==> src/rtl/sfd_pkg.sv <==
// Shared defaults and the channel verdict type for the sync/frame detector.
package sfd_pkg;
    localparam int SFD_SYNC_W        = 11;
    localparam int SFD_DELIM_W       = 37;
    localparam int SFD_SEARCH_CYCLES = 4000;

    typedef enum logic [1:0] {
        VD_NONE  = 2'd0,
        VD_BUSY  = 2'd1,
        VD_CLEAR = 2'd2
    } verdict_t;
endpackage

==> src/rtl/sfd_pattern_match.sv <==
// Serial pattern matcher: shifts in a bit on each enable and flags an exact
// match of the last W bits (earliest bit at pattern MSB).
// Assumes: clr empties the window; hit is combinational on the shift in progress.
module sfd_pattern_match #(
    parameter int W = 11
) (
    input  logic         clk,
    input  logic         rst_n,
    input  logic         clr,
    input  logic         en,
    input  logic         bit_in,
    input  logic [W-1:0] pattern,
    output logic         hit
);
    localparam int CW = $clog2(W + 1);
    localparam logic [CW-1:0] LAST = CW'(W - 1);

    logic [W-1:0]  win_q;
    logic [CW-1:0] fill_q;
    logic [W-1:0]  win_nxt;

    // Window contents after the shift in progress.
    assign win_nxt = {win_q[W-2:0], bit_in};
    // Match once the window holds W real bits.
    assign hit = en && (fill_q >= LAST) && (win_nxt == pattern);

    // Shift register and saturating fill count.
    always_ff @(posedge clk) begin
        if (!rst_n || clr) begin
            win_q  <= '0;
            fill_q <= '0;
        end else if (en) begin
            win_q <= win_nxt;
            if (fill_q < LAST + CW'(1))
                fill_q <= fill_q + CW'(1);
        end
    end
endmodule

==> src/rtl/sfd_search_timer.sv <==
// Search down-counter: reloads while receive is idle, counts while the hunt
// runs, and pulses expire on the edge that takes it from 1 to 0.
// Assumes: N >= 1.
module sfd_search_timer #(
    parameter int N = 4000
) (
    input  logic clk,
    input  logic rst_n,
    input  logic active,
    input  logic run,
    output logic expire
);
    localparam int CW = $clog2(N + 1);
    localparam logic [CW-1:0] LOAD = CW'(N);

    logic [CW-1:0] cnt_q;

    assign expire = run && (cnt_q == CW'(1));

    // Reload when idle, count down during the hunt, freeze otherwise.
    always_ff @(posedge clk) begin
        if (!rst_n || !active)
            cnt_q <= LOAD;
        else if (run && cnt_q != '0)
            cnt_q <= cnt_q - CW'(1);
    end
endmodule

==> src/rtl/sfd_status.sv <==
// Done flag, interrupt line, latched channel indications and verdict.
// Assumes: searching is high only while receive is active and no sync yet.
module sfd_status
    import sfd_pkg::*;
(
    input  logic     clk,
    input  logic     rst_n,
    input  logic     active,
    input  logic     searching,
    input  logic     expire,
    input  logic     noise_in,
    input  logic     long_in,
    output logic     done_q,
    output logic     irq_n,
    output verdict_t verdict
);
    logic ns_q, lr_q;
    logic end_now;

    assign end_now = searching && (expire || noise_in || long_in);

    // Latch done, indications and interrupt; all cleared when receive stops.
    always_ff @(posedge clk) begin
        if (!rst_n || !active) begin
            done_q <= 1'b0;
            ns_q   <= 1'b0;
            lr_q   <= 1'b0;
            irq_n  <= 1'b1;
        end else if (end_now) begin
            done_q <= 1'b1;
            ns_q   <= noise_in;
            lr_q   <= long_in;
            irq_n  <= 1'b0;
        end
    end

    // Two-way verdict from done and the latched indications.
    always_comb begin
        if (!done_q)
            verdict = VD_NONE;
        else if (ns_q || lr_q)
            verdict = VD_CLEAR;
        else
            verdict = VD_BUSY;
    end
endmodule

==> src/rtl/sync_frame_detector.sv <==
// Top: hunts sync then frame delimiter in a strobed serial stream, bounds the
// hunt with a timer, and reports done, interrupt and channel verdict.
// Assumes: rx_go_n is held low for the whole search and reception.
module sync_frame_detector
    import sfd_pkg::*;
#(
    parameter int SYNC_W        = SFD_SYNC_W,
    parameter int DELIM_W       = SFD_DELIM_W,
    parameter int SEARCH_CYCLES = SFD_SEARCH_CYCLES
) (
    input  logic               clk,
    input  logic               rst_n,
    input  logic               rx_go_n,
    input  logic               bit_in,
    input  logic               bit_stb,
    input  logic [SYNC_W-1:0]  sync_pat,
    input  logic [DELIM_W-1:0] delim_pat,
    input  logic               noise_in,
    input  logic               long_in,
    output logic               sync_found,
    output logic               frame_found,
    output logic               done_flag,
    output logic               irq_n,
    output logic               chan_busy,
    output logic               chan_clear,
    output logic               data_bit,
    output logic               data_stb
);
    logic     active, searching;
    logic     sync_hit, delim_hit, expire;
    logic     sync_q, frame_q, done_q;
    verdict_t verdict;

    assign active    = ~rx_go_n;
    assign searching = active && !sync_q && !done_q;

    sfd_pattern_match #(.W(SYNC_W)) u_sync (
        .clk     (clk),
        .rst_n   (rst_n),
        .clr     (!active),
        .en      (bit_stb && searching),
        .bit_in  (bit_in),
        .pattern (sync_pat),
        .hit     (sync_hit)
    );

    sfd_pattern_match #(.W(DELIM_W)) u_delim (
        .clk     (clk),
        .rst_n   (rst_n),
        .clr     (!active),
        .en      (bit_stb && active && sync_q && !frame_q),
        .bit_in  (bit_in),
        .pattern (delim_pat),
        .hit     (delim_hit)
    );

    sfd_search_timer #(.N(SEARCH_CYCLES)) u_timer (
        .clk    (clk),
        .rst_n  (rst_n),
        .active (active),
        .run    (searching),
        .expire (expire)
    );

    sfd_status u_status (
        .clk       (clk),
        .rst_n     (rst_n),
        .active    (active),
        .searching (searching),
        .expire    (expire),
        .noise_in  (noise_in),
        .long_in   (long_in),
        .done_q    (done_q),
        .irq_n     (irq_n),
        .verdict   (verdict)
    );

    // Sticky found flags for the current reception.
    always_ff @(posedge clk) begin
        if (!rst_n || !active) begin
            sync_q  <= 1'b0;
            frame_q <= 1'b0;
        end else begin
            if (sync_hit)  sync_q  <= 1'b1;
            if (delim_hit) frame_q <= 1'b1;
        end
    end

    // Forward user data bits one cycle after their strobe.
    always_ff @(posedge clk) begin
        if (!rst_n) begin
            data_stb <= 1'b0;
            data_bit <= 1'b0;
        end else begin
            data_stb <= active && frame_q && bit_stb;
            data_bit <= bit_in;
        end
    end

    assign sync_found  = sync_q;
    assign frame_found = frame_q;
    assign done_flag   = done_q;
    assign chan_busy   = (verdict == VD_BUSY);
    assign chan_clear  = (verdict == VD_CLEAR);
endmodule

==> config.mk <==
export PLATFORM = sky130hd
export DESIGN_NAME = sync_frame_detector
export DESIGN_NICKNAME = d
export VERILOG_FILES = /design/src/rtl/sfd_pkg.sv /design/src/rtl/sfd_pattern_match.sv /design/src/rtl/sfd_search_timer.sv /design/src/rtl/sfd_status.sv /design/src/rtl/sync_frame_detector.sv
export SDC_FILE = /design/constraint.sdc
export NUM_CORES = 1
export LEC_CHECK = 0
export ABC_CLOCK_PERIOD_IN_PS = 1900
export BUFFER_PORTS_ARGS = -buffer_cell sky130_fd_sc_hd__buf_2
export CORE_ASPECT_RATIO = 1.1
export CORE_UTILIZATION = 55
export DETAILED_ROUTE_END_ITERATION = 10
export PLACE_DENSITY_LB_ADDON = 0.2
export REMOVE_ABC_BUFFERS = 1
export SYNTH_ARGS = -nofsm -noshare
export SYNTH_HDL_FRONTEND = slang
export SYNTH_SLANG_ARGS = --single-unit
export TNS_END_PERCENT = 5
==> constraint.sdc <==
create_clock -name clk -period 1.9 [get_ports clk]
set_input_delay 0.095 -clock clk [delete_from_list [all_inputs] [get_ports clk]]
set_output_delay 0.095 -clock clk [all_outputs]
set_load 0.005 [all_outputs]
Word-level counts from Yosys, hierarchy flattened
Index checks and enable logic that the tools add are counted.
- flip-flop bits (word level): 76
- output and inout port bits: 8
- word-level logic and storage cells: 54
- add/subtract/negate cells: 3
- magnitude comparators: 4
- equal/unequal tests: 5
- muxes and demuxes: 2
- bitwise operators: 1
- reduce and logical (&&, ||, !) cells: 26
- operators with widths (cell ; number):
    $eq A37 B37 Y1 ; 1
    $logic_and A1 B1 Y1 ; 15
    $eq A12 B1 Y1 const B ; 1
    $reduce_bool A12 Y1 ; 1
    $sub A12 B1 Y12 const B ; 1
    $eq A11 B11 Y1 ; 1
    $add A6 B1 Y6 const B ; 1
    $ge A6 B6 Y1 const B ; 1
    $lt A6 B6 Y1 const B ; 1
    $add A4 B1 Y4 const B ; 1
    $ge A4 B4 Y1 const B ; 1
    $logic_not A1 Y1 ; 4
    $logic_or A1 B1 Y1 ; 4
    $lt A4 B4 Y1 const B ; 1
    $mux W2 ; 2
    $reduce_and A2 Y1 ; 2
    $eq A2 B1 Y1 const B ; 1
    $eq A2 B2 Y1 const B ; 1
    $not A1 Y1 ; 1

Longest topological paths before layout
- word-level depth: 7
- gate-level depth with buffers: 7

Cells and area by module
Synthesis repeated with hierarchy kept, for this count alone.
- cell total of the unflattened synthesis: 392
- area, all modules: 3719.8 um2
- modules (own cells, without submodules) (module ; instances ; cells each ; area an instance (um2) ; seq. area each (um2)):
    sfd_pattern_match at u_delim ; 1 ; 209 ; 2008.2 ; 840.8
    sfd_search_timer ; 1 ; 79 ; 698.2 ; 240.2
    sfd_pattern_match at u_sync ; 1 ; 69 ; 680.7 ; 280.3
    sfd_status ; 1 ; 18 ; 167.7 ; 80.1
    sync_frame_detector ; 1 ; 17 ; 165.2 ; 80.1

Least setup slack after synthesis
Ideal clock, no wire load.
- kind: register to register
- from: reg u_timer.cnt_q[2]
- to: reg u_timer.cnt_q[7]
- arrival time: 1.512 ns
- data required time: 1.838 ns
- setup slack: 0.326 ns
- cell stages (with the launch flop): 6
- path buffers: 0
- period minus slack after synthesis: 1.574 ns
- cell sequence: dfxtp_1 -> or4_4 -> a31oi_4 -> nand2_2 -> or3_1 -> nand3_1
- cells in the longest elaborated chain, start to end: 2
- elaborated cells between the ends (all ways): 3
- those cells by class: add/sub (1); reduce/logical (2)
- ends and longest elaborated chain (item ; RTL line ; source):
    from (decl) ; sfd_search_timer.sv:16 ; logic [CW-1:0] cnt_q;
    from (signal assigned) ; sfd_search_timer.sv:25 ; cnt_q <= cnt_q - CW'(1);
    parallel branches: the longest is 2 deep, another holds $sub A12 B1 Y12 ; -- ;
Several ways; the timed one is not identified.
A chain may end at the register's enable or synchronous reset.

Worst setup path after layout
- from: reg u_delim.fill_q[0]
- to: reg u_delim.fill_q[0]
- cells in the longest elaborated chain, start to end: 2
- elaborated cells between the ends (all ways): 3
- those cells by class: add/sub (1); order compare (1); reduce/logical (1)
- ends and longest elaborated chain (item ; RTL line ; source):
    from (decl) ; sfd_pattern_match.sv:19 ; logic [CW-1:0] fill_q;
    from (signal assigned) ; sfd_pattern_match.sv:35 ; fill_q <= fill_q + CW'(1);
    $lt A6 B6 Y1 ; sfd_pattern_match.sv:34 ; if (fill_q < LAST + CW'(1))
    $reduce_and A2 Y1 (no source line) ; -- ;
Parallel ways exist; a longest one is shown, timed or not.

==> run_results.csv <==
group,metric,value,unit
drt,dr.pass1.iters,4,
sta,slew_violations,0,
drt,via_count,2985,
synthesis,synth_top_area_share,0.434,
global_route,grt_pass1_vias,2798,
critical_path,startpoint_type,"flip-flop",
drt,via_per_inst,5.31,
synthesis,yosys.area.top_type,"dfxtp_1",
drt,wl_per_cell,13.1,µm
sta,fin_worst_skew,6.59,ps
sta,max-slew-margin-rel,0.577,
pwr,power_density,804,nW/µm²
sta,finalHoldViolations,0,
clock_tree,cts.sink_count,76,
sta,max_slew.worst_pin.slew,629,ps
pwr,vdd_drop_max,0.529,mV
global_route,grt_util_all_layers,0.238,
clock_tree,clk_path_buf_depth,2,
synthesis,synth.avg_cell_area,8.36,µm²
critical_path,cp.required,2130,ps
drt,drt_iter0_markers,129,
floorplanning,fp.coreArea,6160,µm²
clock_tree,cts_made_buffers,9,
final_layout,final_area,4150,µm²
drt,ant_nets,0,
synthesis,ys_warn_count,0,
final_layout,fillers,538,
placement,place_worst_setup_slack,226,ps
floorplanning,dieArea,6700,µm²
global_route,grt.met3_usage,0.0457,
pwr,leakage,1.58,nW
floorplanning,start_util,0.569,
sta,rsz0062_at_grt,"no",
floorplanning,rows,30,
clock_tree,cts_setup_buffers,0,
clock_tree,ctsHoldBuffers,0,
drt,drt-total-wl,7350,µm
placement,dp_hpwl,5240,µm
synthesis,synth-edff-count,0,
sta,fmax,0.578,GHz
floorplanning,ios,63,
placement,portBuffers,62,
global_route,use_met1,0.306,
sta,period_share,0.910,
synthesis,postSynth.asyncResetShare,0,
final_layout,num_antenna_cells,0,
clock_tree,clock_latency,340,ps
sta,finalWorstSetupSlack,171,ps
final_layout,final_net_count,541,
sta,post-route-min-period,1730,ps
global_route,met2_usage,0.389,
final_layout,area_growth,18.4,%
clock_tree,h-tree-depth,3,
floorplanning,die_w,78.1,µm
synthesis,yosys-top-cells-area,"dfxtp_1 (43%), nand2_1 (11%), xor2_1 (10%)",
worst_hold_path,hold_path_class,"in -> reg",
global_route,grt_max_degree,67,
critical_path,path_class,"reg -> reg",
clock_tree,clk_pin_slew,80,ps
synthesis,syn_inst,419,
synthesis,synthMostInstantiatedCell,"nand2_1",
critical_path,cp_max_fo,5,
global_route,grt_most_used_layer,"met2",
final_layout,utilization,0.674,
critical_path,cp.arrival,1960,ps
synthesis,synth_flop_cell,"dfxtp_1",
floorplanning,die_h,85.7,µm
placement,place_congestion,0.798,
global_route,antenna_found_initial,0,
synthesis,synthTopCellsByCount,"nand2_1 (103), dfxtp_1 (76), a21oi_1 (49)",
clock_tree,cts_resized,0,
global_route,grt_overflow,0,
synthesis,synthesis.area,3500,µm²
global_route,grt_pass1_wl,12500,µm
clock_tree,tritoncts,"yes",
job,drv_cap,0,
drt,remaining_drc_errors,0,
synthesis,yosysUniqueCellTypes,42,
placement,place_area,3910,µm²
sta,finalSetupViolCount,0,
critical_path,endpoint_kind,"flip-flop",
final_layout,drive_above_1_share,0.191,
status,status,"finished, final reports clean",
synthesis,ys_ff_latch,76,
clock_tree,cts_root_buf,"clkbuf_8",
synthesis,seq_area_frac_synth,0.434,
==> report_power, final <==
part           leakage [nW]  internal (mW)  switching, mW
Combinational         0.839          0.116          0.132
Clock                 0.122          0.897          0.574
Sequential            0.614           1.61         0.0130
==> routing by layer <==
metal,part of all wire,vias to the layer above
met5,0,-
met4,0.018,0
met3,0.047,12
met2,0.47,79
met1,0.46,1376
li1,-,1518
==> kinds of logic (layout without fill, tap and decap cells) <==
family                     Yosys count  after routing  synth area share
AOI/OAI and AO/OA                   66             66             0.109
buffers and inverters               28             91            0.0332
DFF                                 76             76             0.434
adders and majority gates            8              8            0.0286
and+or+nand+nor                    178            178             0.238
xor gates and xnor gates            63             63             0.157
==> critical path, cell delays in order (launching register included) <==
cell and delay, ps:
dfxtp_1 330, inv_1 120, ha_1 170, nor2b_1 40
o31ai_1 520, nand2_1 200, xnor2_1 190, nor2_1 50
==> registers in the layout (all words and copies together), names as in the netlist <==
name / count
u_status.irq_n: 1
data_bit: 1
u_status.lr_q: 1
u_delim.fill_q: 6
data_stb: 1
u_delim.win_q: 36
u_sync.fill_q: 4
u_sync.win_q: 10
frame_found: 1
u_timer.cnt_q: 12
u_status.done_q: 1
sync_found: 1
u_status.ns_q: 1
==> through the flow <==
stage | power, mW | instances | setup TNS [ps] | hold slack, ps
2_1_floorplan | 1.78 | 397 | -83670 | 217
3_5_place_dp | 1.90 | 547 | 0 | 376
5_1_grt | 3.46 | 562 | 0 | 18.6
3_3_place_gp | 1.90 | 547 | 0 | 359
6_report | 3.34 | 562 | 0 | 26.1
4_1_cts | 3.37 | 562 | 0 | 17.3
==> placed cells by master, fill, tap and decap left out, drive strengths merged, types with 3 or more instances in the layout <==
master	n
nor3	4
xor2	42
o21ai	5
dfxtp	76
nand3	6
clkbuf	10
buf	70
nor2	21
ha	8
a21oi	49
nand2	104
nor4	11
nand4	12
and3	3
inv	6
and2	4
xnor2	21
bufinv	3
==> worst paths after layout <==
path	start	to	slack (ps)	depth (start not counted)
setup / recovery	u_delim.fill_q[0]	u_delim.fill_q[0]	170	7
hold / removal	rst_n	data_bit	30	2
setup reg to reg	u_delim.fill_q[0]	u_delim.fill_q[0]	170	7
hold reg to reg	u_status.irq_n	u_status.irq_n	440	2
==> area by class of cell <==
| cell class | count | area, µm² | area share |
|---|---|---|---|
| Clock buffer | 10 | 138 | 0.0332 |
| Multi-Input combinational cell | 315 | 1880 | 0.454 |
| Timing Repair Buffer | 70 | 383 | 0.0923 |
| Sequential cell | 76 | 1520 | 0.367 |
| Tap cell | 80 | 100 | 0.0241 |
| Inverter | 6 | 22.5 | 0.00543 |
| Clock inverter | 5 | 100 | 0.0241 |
(Power assumes the default switching activity.)
